[src/rtl/supmon_pkg.sv]
package supmon_pkg;

    localparam int unsigned CSR_W      = 32;
    localparam int unsigned BIT_FLAG   = 0;
    localparam int unsigned BIT_EN     = 1;
    localparam int unsigned BIT_TRIP   = 2;
    localparam int unsigned BIT_CMP    = 3;
    localparam int unsigned USED_BITS  = 4;

    typedef enum logic [1:0] {
        FLG_IDLE = 2'd0,
        FLG_LOW  = 2'd1,
        FLG_HELD = 2'd2
    } flag_state_t;

endpackage

[src/rtl/supmon_sync.sv]
module supmon_sync #(
    parameter int unsigned STAGES    = 2,
    parameter logic        RESET_VAL = 1'b1
) (
    input  logic clk,
    input  logic rst_n,
    input  logic async_i,
    output logic sync_o
);

    localparam int unsigned LAST = STAGES - 1;

    logic [LAST:0] chain_q;

    generate
        genvar gi;
        for (gi = 0; gi < STAGES; gi++) begin : g_stage
            if (gi == 0) begin : g_first
                always_ff @(posedge clk or negedge rst_n) begin
                    if (!rst_n) chain_q[0] <= RESET_VAL;
                    else        chain_q[0] <= async_i;
                end
            end else begin : g_next
                always_ff @(posedge clk or negedge rst_n) begin
                    if (!rst_n) chain_q[gi] <= RESET_VAL;
                    else        chain_q[gi] <= chain_q[gi-1];
                end
            end
        end
    endgenerate

    assign sync_o = chain_q[LAST];

endmodule

[src/rtl/supmon_regs.sv]
module supmon_regs
    import supmon_pkg::*;
#(
    parameter int unsigned ADDR_W   = 4,
    parameter int unsigned CSR_ADDR = 0
) (
    input  logic              clk,
    input  logic              rst_n,
    input  logic [ADDR_W-1:0] bus_addr,
    input  logic              bus_wr_en,
    input  logic              bus_rd_en,
    input  logic [CSR_W-1:0]  bus_wdata,
    output logic [CSR_W-1:0]  bus_rdata,
    input  logic              cmp_eff,
    input  logic              flag,
    output logic              en_q,
    output logic              trip_q,
    output logic              clr_req
);

    localparam logic [ADDR_W-1:0] HIT_ADDR = ADDR_W'(CSR_ADDR);

    logic hit;
    logic wr_hit;

    assign hit    = (bus_addr == HIT_ADDR);
    assign wr_hit = bus_wr_en && hit;

    always_ff @(posedge clk or negedge rst_n) begin
        if (!rst_n) begin
            en_q   <= 1'b0;
            trip_q <= 1'b0;
        end else if (wr_hit) begin
            en_q   <= bus_wdata[BIT_EN];
            trip_q <= bus_wdata[BIT_TRIP];
        end
    end

    assign clr_req = wr_hit && bus_wdata[BIT_FLAG];

    always_comb begin
        bus_rdata = '0;
        if (bus_rd_en && hit) begin
            bus_rdata[BIT_FLAG] = flag;
            bus_rdata[BIT_EN]   = en_q;
            bus_rdata[BIT_TRIP] = trip_q;
            bus_rdata[BIT_CMP]  = cmp_eff;
        end
    end

endmodule

[src/rtl/supmon_flag_fsm.sv]
module supmon_flag_fsm
    import supmon_pkg::*;
(
    input  logic clk,
    input  logic rst_n,
    input  logic cmp_eff,
    input  logic clr_req,
    output logic flag
);

    flag_state_t state_q;
    flag_state_t state_d;

    always_ff @(posedge clk or negedge rst_n) begin
        if (!rst_n) state_q <= FLG_IDLE;
        else        state_q <= state_d;
    end

    always_comb begin
        state_d = state_q;
        unique case (state_q)
            FLG_IDLE: begin
                if (!cmp_eff) state_d = FLG_LOW;
            end
            FLG_LOW: begin
                if (cmp_eff && clr_req) state_d = FLG_IDLE;
                else if (cmp_eff)       state_d = FLG_HELD;
            end
            FLG_HELD: begin
                if (!cmp_eff)     state_d = FLG_LOW;
                else if (clr_req) state_d = FLG_IDLE;
            end
            default: state_d = FLG_IDLE;
        endcase
    end

    always_comb begin
        unique case (state_q)
            FLG_LOW,
            FLG_HELD: flag = 1'b1;
            default:  flag = 1'b0;
        endcase
    end

endmodule

[src/rtl/supmon_ctrl.sv]
module supmon_ctrl
    import supmon_pkg::*;
#(
    parameter int unsigned ADDR_W      = 4,
    parameter int unsigned CSR_ADDR    = 0,
    parameter int unsigned SYNC_STAGES = 2
) (
    input  logic              clk,
    input  logic              rst_n,
    input  logic [ADDR_W-1:0] bus_addr,
    input  logic              bus_wr_en,
    input  logic              bus_rd_en,
    input  logic [31:0]       bus_wdata,
    output logic [31:0]       bus_rdata,
    input  logic              cmp_async_i,
    output logic              trip_sel_o,
    output logic              irq_o
);

    logic cmp_sync;
    logic cmp_eff;
    logic en_q;
    logic trip_q;
    logic clr_req;
    logic flag;

    supmon_sync #(
        .STAGES    (SYNC_STAGES),
        .RESET_VAL (1'b1)
    ) sync_i (
        .clk     (clk),
        .rst_n   (rst_n),
        .async_i (cmp_async_i),
        .sync_o  (cmp_sync)
    );

    assign cmp_eff = en_q ? cmp_sync : 1'b1;

    supmon_regs #(
        .ADDR_W   (ADDR_W),
        .CSR_ADDR (CSR_ADDR)
    ) regs_i (
        .clk       (clk),
        .rst_n     (rst_n),
        .bus_addr  (bus_addr),
        .bus_wr_en (bus_wr_en),
        .bus_rd_en (bus_rd_en),
        .bus_wdata (bus_wdata),
        .bus_rdata (bus_rdata),
        .cmp_eff   (cmp_eff),
        .flag      (flag),
        .en_q      (en_q),
        .trip_q    (trip_q),
        .clr_req   (clr_req)
    );

    supmon_flag_fsm fsm_i (
        .clk     (clk),
        .rst_n   (rst_n),
        .cmp_eff (cmp_eff),
        .clr_req (clr_req),
        .flag    (flag)
    );

    assign trip_sel_o = trip_q;
    assign irq_o      = flag & en_q;

endmodule

[config.mk]
export PLATFORM = sky130hd
export DESIGN_NAME = supmon_ctrl
export DESIGN_NICKNAME = d
export VERILOG_FILES = /design/src/rtl/supmon_pkg.sv /design/src/rtl/supmon_sync.sv /design/src/rtl/supmon_regs.sv /design/src/rtl/supmon_flag_fsm.sv /design/src/rtl/supmon_ctrl.sv
export SDC_FILE = /design/constraint.sdc
export NUM_CORES = 1
export LEC_CHECK = 0
export BUFFER_PORTS_ARGS = -buffer_cell sky130_fd_sc_hd__buf_2
export CAP_MARGIN = 0
export CELL_PAD_IN_SITES_DETAIL_PLACEMENT = 0
export CELL_PAD_IN_SITES_GLOBAL_PLACEMENT = 1
export CORE_UTILIZATION = 19
export CTS_CLUSTER_DIAMETER = 100
export DETAILED_ROUTE_END_ITERATION = 10
export GPL_TIMING_DRIVEN = 0
export PLACE_DENSITY_LB_ADDON = 0.3
export SETUP_SLACK_MARGIN = 0.15
export SYNTH_ARGS = -nofsm -noshare
export SYNTH_HDL_FRONTEND = slang
export SYNTH_SLANG_ARGS = --single-unit
[constraint.sdc]
create_clock -name clk -period 2.1 [get_ports clk]
set_clock_uncertainty 0.05 [all_clocks]
set_input_delay 0.315 -clock clk [delete_from_list [all_inputs] [get_ports clk]]
set_output_delay 0.315 -clock clk [all_outputs]
set_load 0.02 [all_outputs]
Word-level counts from Yosys, hierarchy flattened
Index checks and enable logic that the tools add are counted.
{"block": "totals", "register_bits": 6, "inputBits": 41, "out_inout_bits": 34, "elab_cells": 28}
{"block": "classes", "eq_ne": 5, "muxes": 9, "bitwise": 1, "reduce_logical": 8}
{"cell": "2-bit 2-to-1 mux", "n": 5}
{"cell": "2-bit one-hot mux with 3 select lines", "n": 1}
{"cell": "1-bit logical AND", "n": 4}
{"cell": "4-bit logical NOT", "n": 1}
{"cell": "4-bit 2-to-1 mux", "n": 1}
{"cell": "3-bit by 1-bit inequality test with 1-bit output, second input constant", "n": 1}
{"cell": "3-bit inequality test, second input constant", "n": 1}
{"cell": "3-bit AND reduction", "n": 1}
{"cell": "2-bit by 1-bit == test with 1-bit output, second input constant", "n": 1}
{"cell": "2-bit == test, second input constant", "n": 1}
{"cell": "2-bit logical NOT", "n": 1}
{"cell": "1-bit 2-to-1 mux", "n": 2}
{"cell": "2-bit inequality test, second input constant", "n": 1}
{"cell": "2-bit OR reduction", "n": 1}
{"cell": "1-bit AND", "n": 1}

Logic depth before layout (Yosys ltp)
{"block": "depth", "depth_word": 6, "mapped_depth": 5, "ltp_nobuf": 5}

Hierarchy
A second synthesis with hierarchy kept.
{"block": "hier_totals", "cells_unflattened": 60, "area_unflattened_um2": 594.3}
{"module": "supmon_regs", "n_inst": 1, "cells_each": 40, "area_per_inst_um2": 351.6}
{"module": "supmon_flag_fsm", "n_inst": 1, "cells_each": 16, "area_per_inst_um2": 177.7}
{"module": "supmon_sync", "n_inst": 1, "cells_each": 2, "area_per_inst_um2": 52.6}
{"module": "supmon_ctrl", "n_inst": 1, "cells_each": 2, "area_per_inst_um2": 12.5}

Worst setup path before layout
Ideal clock, no wire load.
{"block": "synth_timing", "path_type": "reg2reg", "from": "register sync_i.chain_q[1], in the netlist sync_i.sync_o", "to": "register fsm_i.state_q[1]", "setup_ps": 122, "arrival_ps": 1360, "setup_slack_ps": 569, "path_stages_with_launch": 5, "n_path_buf": 0, "period_less_slack_ps": 1531, "path_cell_list": "dfstp_2 > nand2b_1 > mux2_2 > a31o_1 > a32o_1"}
{"block": "synth_between", "elab_chain_cells": 4}
{"item": "start, declared", "line_no": "supmon_sync.sv:13", "rtl": "logic [LAST:0] chain_q;"}
{"item": "start signal, assigned by index", "line_no": "supmon_sync.sv:26", "rtl": "else chain_q[gi] <= chain_q[gi-1];"}
{"item": "1-bit 2-to-1 mux *", "line_no": "supmon_ctrl.sv:37", "rtl": "assign cmp_eff = en_q ? cmp_sync : 1'b1;"}
{"item": "1-bit logical AND", "line_no": "supmon_flag_fsm.sv:26", "rtl": "if (cmp_eff && clr_req) state_d = FLG_IDLE;"}
{"item": "3-bit by 1-bit inequality test with 1-bit output (no line) or 2-bit 2-to-1 mux (tied branches)"}
{"item": "3-bit AND reduction (no line) or 2-bit one-hot mux with 3 select lines (tied branches)"}
{"item": "end signal, assigned", "line_no": "supmon_flag_fsm.sv:16", "rtl": "else state_q <= state_d;"}
{"item": "end, declared", "line_no": "supmon_flag_fsm.sv:11", "rtl": "flag_state_t state_q;"}
Every way passes the cells marked *; elsewhere a longest branch is shown, timed or not.
A chain may end at the register's enable or synchronous reset.

Final worst setup path
{"block": "layout_timing", "from": "register fsm_i.state_q[0]", "to": "output port bus_rdata[0]"}
{"block": "layout_between", "elab_chain_cells": 4}
{"item": "2-bit by 1-bit == test with 1-bit output or 2-bit == test (tied branches)", "line_no": "supmon_flag_fsm.sv:38", "rtl": "unique case (state_q)"}
{"item": "2-bit OR reduction *", "line_no": "supmon_flag_fsm.sv:38"}
{"item": "1-bit 2-to-1 mux *", "line_no": "supmon_flag_fsm.sv:38"}
{"item": "4-bit 2-to-1 mux *", "line_no": "supmon_regs.sv:43", "rtl": "if (bus_rd_en && hit) begin"}
{"item": "end, declared", "line_no": "supmon_ctrl.sv:14", "rtl": "output logic [31:0] bus_rdata,"}
Marks and branches as above.

==> key figures <==
Logic synthesis
  • Post-synth EDFFs: 0
  • Synth cell types: 19
  • Post-Synth Simple-Gate Area: 15.5%
  • Ys Warns: 0
  • Synthesized area: 581 um^2
  • Dominant cell by count in the synthesized netlist: buf_4
  • Post-synth top area share: 36.2%
  • Post-synthesis sequential area ratio: 26.3%
  • FF+latch count, synth: 6
  • Top cells by area, synth: buf_4, dfrtp_1, dfstp_2
  • Post-synthesis adder-cell area fraction: 8.62%
  • Main combinational cell family by area after synthesis: buffers and inverters
  • Post-Synth XOR/XNOR Area: 0%
  • Multiplexer share of the synthesized area: 5.82%
  • Most instantiated cells after synthesis: buf_4, and3_2, dfrtp_1, ha_1, mux2_2
  • Ys async rst share: 100%
  • Post-synth top flop: dfrtp_1
  • Mean area per synthesized cell: between 9 and 10 um^2
  • Post-synthesis cell count: 59
  • Complex-gate fraction of the synthesized area: about 5.6%
  • Cell taking the most area after synthesis: buf_4

Layout
  • Area of the multi-input gates: 312 um^2
  • Post-layout util: 29.8%
  • Layout cells sized above 1: 54.6%
  • Post-Layout Cell Count: 139
  • Layout area overhead: 45.0%
  • Register Area: 153 um^2
  • Filler instances: 303
  • Post-route cell area: 842 um^2
  • Antenna Cells: 0
  • Final net count: 154

Setup path
  • Worst Setup Start Kind: flop
  • CP max stage cell: dfrtp_1
  • CP max FO: 4
  • Worst Path Required: 1.74 ns
  • Crit Path Class: reg -> out
  • R2R Path End: fsm_i.state_q[1]
  • Worst reg-to-reg path cell count: 4
  • Crit-path max cell delay: 0.39 ns
  • Crit. path cell count: 4
  • Crit path DAT: between 1 and 1.5 ns
  • CP cell instances: inv_1 -> ha_1 -> and3_2 -> buf_2
  • Launch point of the worst reg-to-reg path: sync_i.sync_o
  • CP bufs+invs: 2
  • Flop-to-flop setup slack: 0.51 ns
  • CP top delay family: flip-flops
  • Crit end category: output pin

Timing
  • Fin Setup TNS: 0 ns
  • Final setup fails: 0
  • Final Slew Violations: 0
  • Final hold vios: 0
  • Tcrit/Tclk final: 81.8%
  • Tmin final: 1.72 ns
  • RSZ-0062 raised after global routing: false
  • Fmax achieved: around 0.58 GHz

Placement
  • I/O Buffers: 17
  • # placed instances: 134
  • Area after DPL: roughly 810 um^2
  • GPL Wtd Cong: about 0.63

GRT
  • Grt ovf: 0
  • Global-route wire length before repair: ~1600 um
  • Initial antenna violation count: 0
  • Largest net degree at the start of global routing: 7
  • GRT Util Overall: 6.05%
  • Vias in the first global route: just over 400

Clock tree
  • Clk Latency, worst-skew pair: 0.25 ns
  • CTS clock-pin slew for the worst setup and hold paths: 0.04 ns
  • Clk buf depth: 2
  • CTS Sinks: 6
  • Total CTS buffers: 3
  • CTS tree: built
  • H-tree Lvls: 1
  • Root buf cell: clkbuf_4

Hold path
  • Worst hold start: cmp_async_i
  • Cells on Worst Hold Path: 1
  • Hold EP: sync_i.chain_q[0]
  • Worst min-delay path class: in -> reg

Die
  • Row count: 19
  • Core Box Area: 2830 um^2
  • IO Pins: 75
  • DIE WIDTH: 57.3 um
  • Die height: 57.3 um
  • Initial Util: 20.5%
  • Die area: 3280 um^2

Detailed routing
  • Detailed Route Iter0 Violations: 13
  • Total wire length: 943 um
  • Vias/cell: 3.24
  • ANT nets after route: 0
  • Total number of vias: ~450
  • DRC: 8
  • Drt first pass iters: 6
  • Routed wire length per instance: 6.78 um

Power
  • PwrDens: 622 nW/um^2
  • Max VDD drop: 0.000407 V
  • Pleak: 0.498 nW

Outcome
  • Failing checks: DRC
  • Outcome: finished, violations left

Run
  • Max-cap violation count: 0
==> through the flow <==
| stage | hold slack [ns] | worst slack [ns] | total power [mW] |
|---|---|---|---|
| 3_3_place_gp | 0.0903 | 0.499 | 0.401 |
| 6_report | 0.124 | 0.381 | 0.524 |
| 2_1_floorplan | -0.0306 | 0.569 | 0.352 |
| 3_5_place_dp | 0.0936 | 0.490 | 0.407 |
| 5_1_grt | 0.110 | 0.305 | 0.567 |
| 4_1_cts | 0.109 | 0.348 | 0.532 |
==> cell type report <==
cell class / instances / area share [%]
Buffer: 28 / 25.0
Clock buffer: 4 / 3.12
Inverter: 2 / 0.892
Multi-Input combinational cell: 50 / 37.0
Sequential cell: 6 / 18.1
Tap cell: 31 / 4.61
Timing Repair Buffer: 18 / 11.3
==> metal layers <==
layer / part of all wire [%] / wire length, um / global-route usage, % / vias to the layer above
met5: 0 / 0 / 0 / -
met4: 0 / 0 / 4.18 / 0
met3: 9.5 / 90 / 1.13 / 0
met2: 52 / 490 / 10.9 / 26
met1: 38 / 362 / 6.30 / 187
li1: - / - / - / 238
==> state kept, by name, summed over array words and instances (netlist names) <==
signal / flops
fsm_i.state_q: 2
regs_i.en_q: 1
regs_i.trip_q: 1
sync_i.chain_q: 1
sync_i.sync_o: 1
==> layout by cell type, fill, tap and decap left out, types with 2 or more instances in the layout <==
cell	count
buf_4	28
conb_1	28
buf_2	17
and3_2	4
ha_1	4
dfrtp_1	4
mux2_2	3
clkbuf_4	3
inv_1	2
dfstp_2	2
==> power breakdown <==
part | leakage [nW] | internal [mW] | switching, mW
Sequential | 0.0720 | 0.140 | 0.0193
Clock | 0.0150 | 0.0722 | 0.0455
Combinational | 0.411 | 0.114 | 0.133
==> cell families (layout without fill, tap and decap cells) <==
| logic type | Yosys count | after routing |
|---|---|---|
| buf+inv | 30 | 52 |
| simple gates | 11 | 11 |
| flops | 6 | 6 |
| fa+ha+maj | 4 | 4 |
| compound gates | 4 | 4 |
| mux | 3 | 3 |
| other cells | 1 | 28 |
==> what timing repair did <==
item                                   in CTS  in global routing
hold buffers                                1                  0
gates resized for setup                     0                  0
endpoints found under the hold margin       4                  0
setup buffers                               0                  0
==> worst max-delay path by stage <==
stage                                start          endpoint  slack, ns
after floorplan              sync_i.sync_o  fsm_i.state_q[1]       0.57
after global placement       sync_i.sync_o  fsm_i.state_q[1]       0.50
after detailed placement     sync_i.sync_o  fsm_i.state_q[1]       0.49
after CTS                 fsm_i.state_q[0]      bus_rdata[0]       0.35
after global routing      fsm_i.state_q[0]      bus_rdata[0]       0.30
final                     fsm_i.state_q[0]      bus_rdata[0]       0.38
Power figures use the tool's default switching activity.
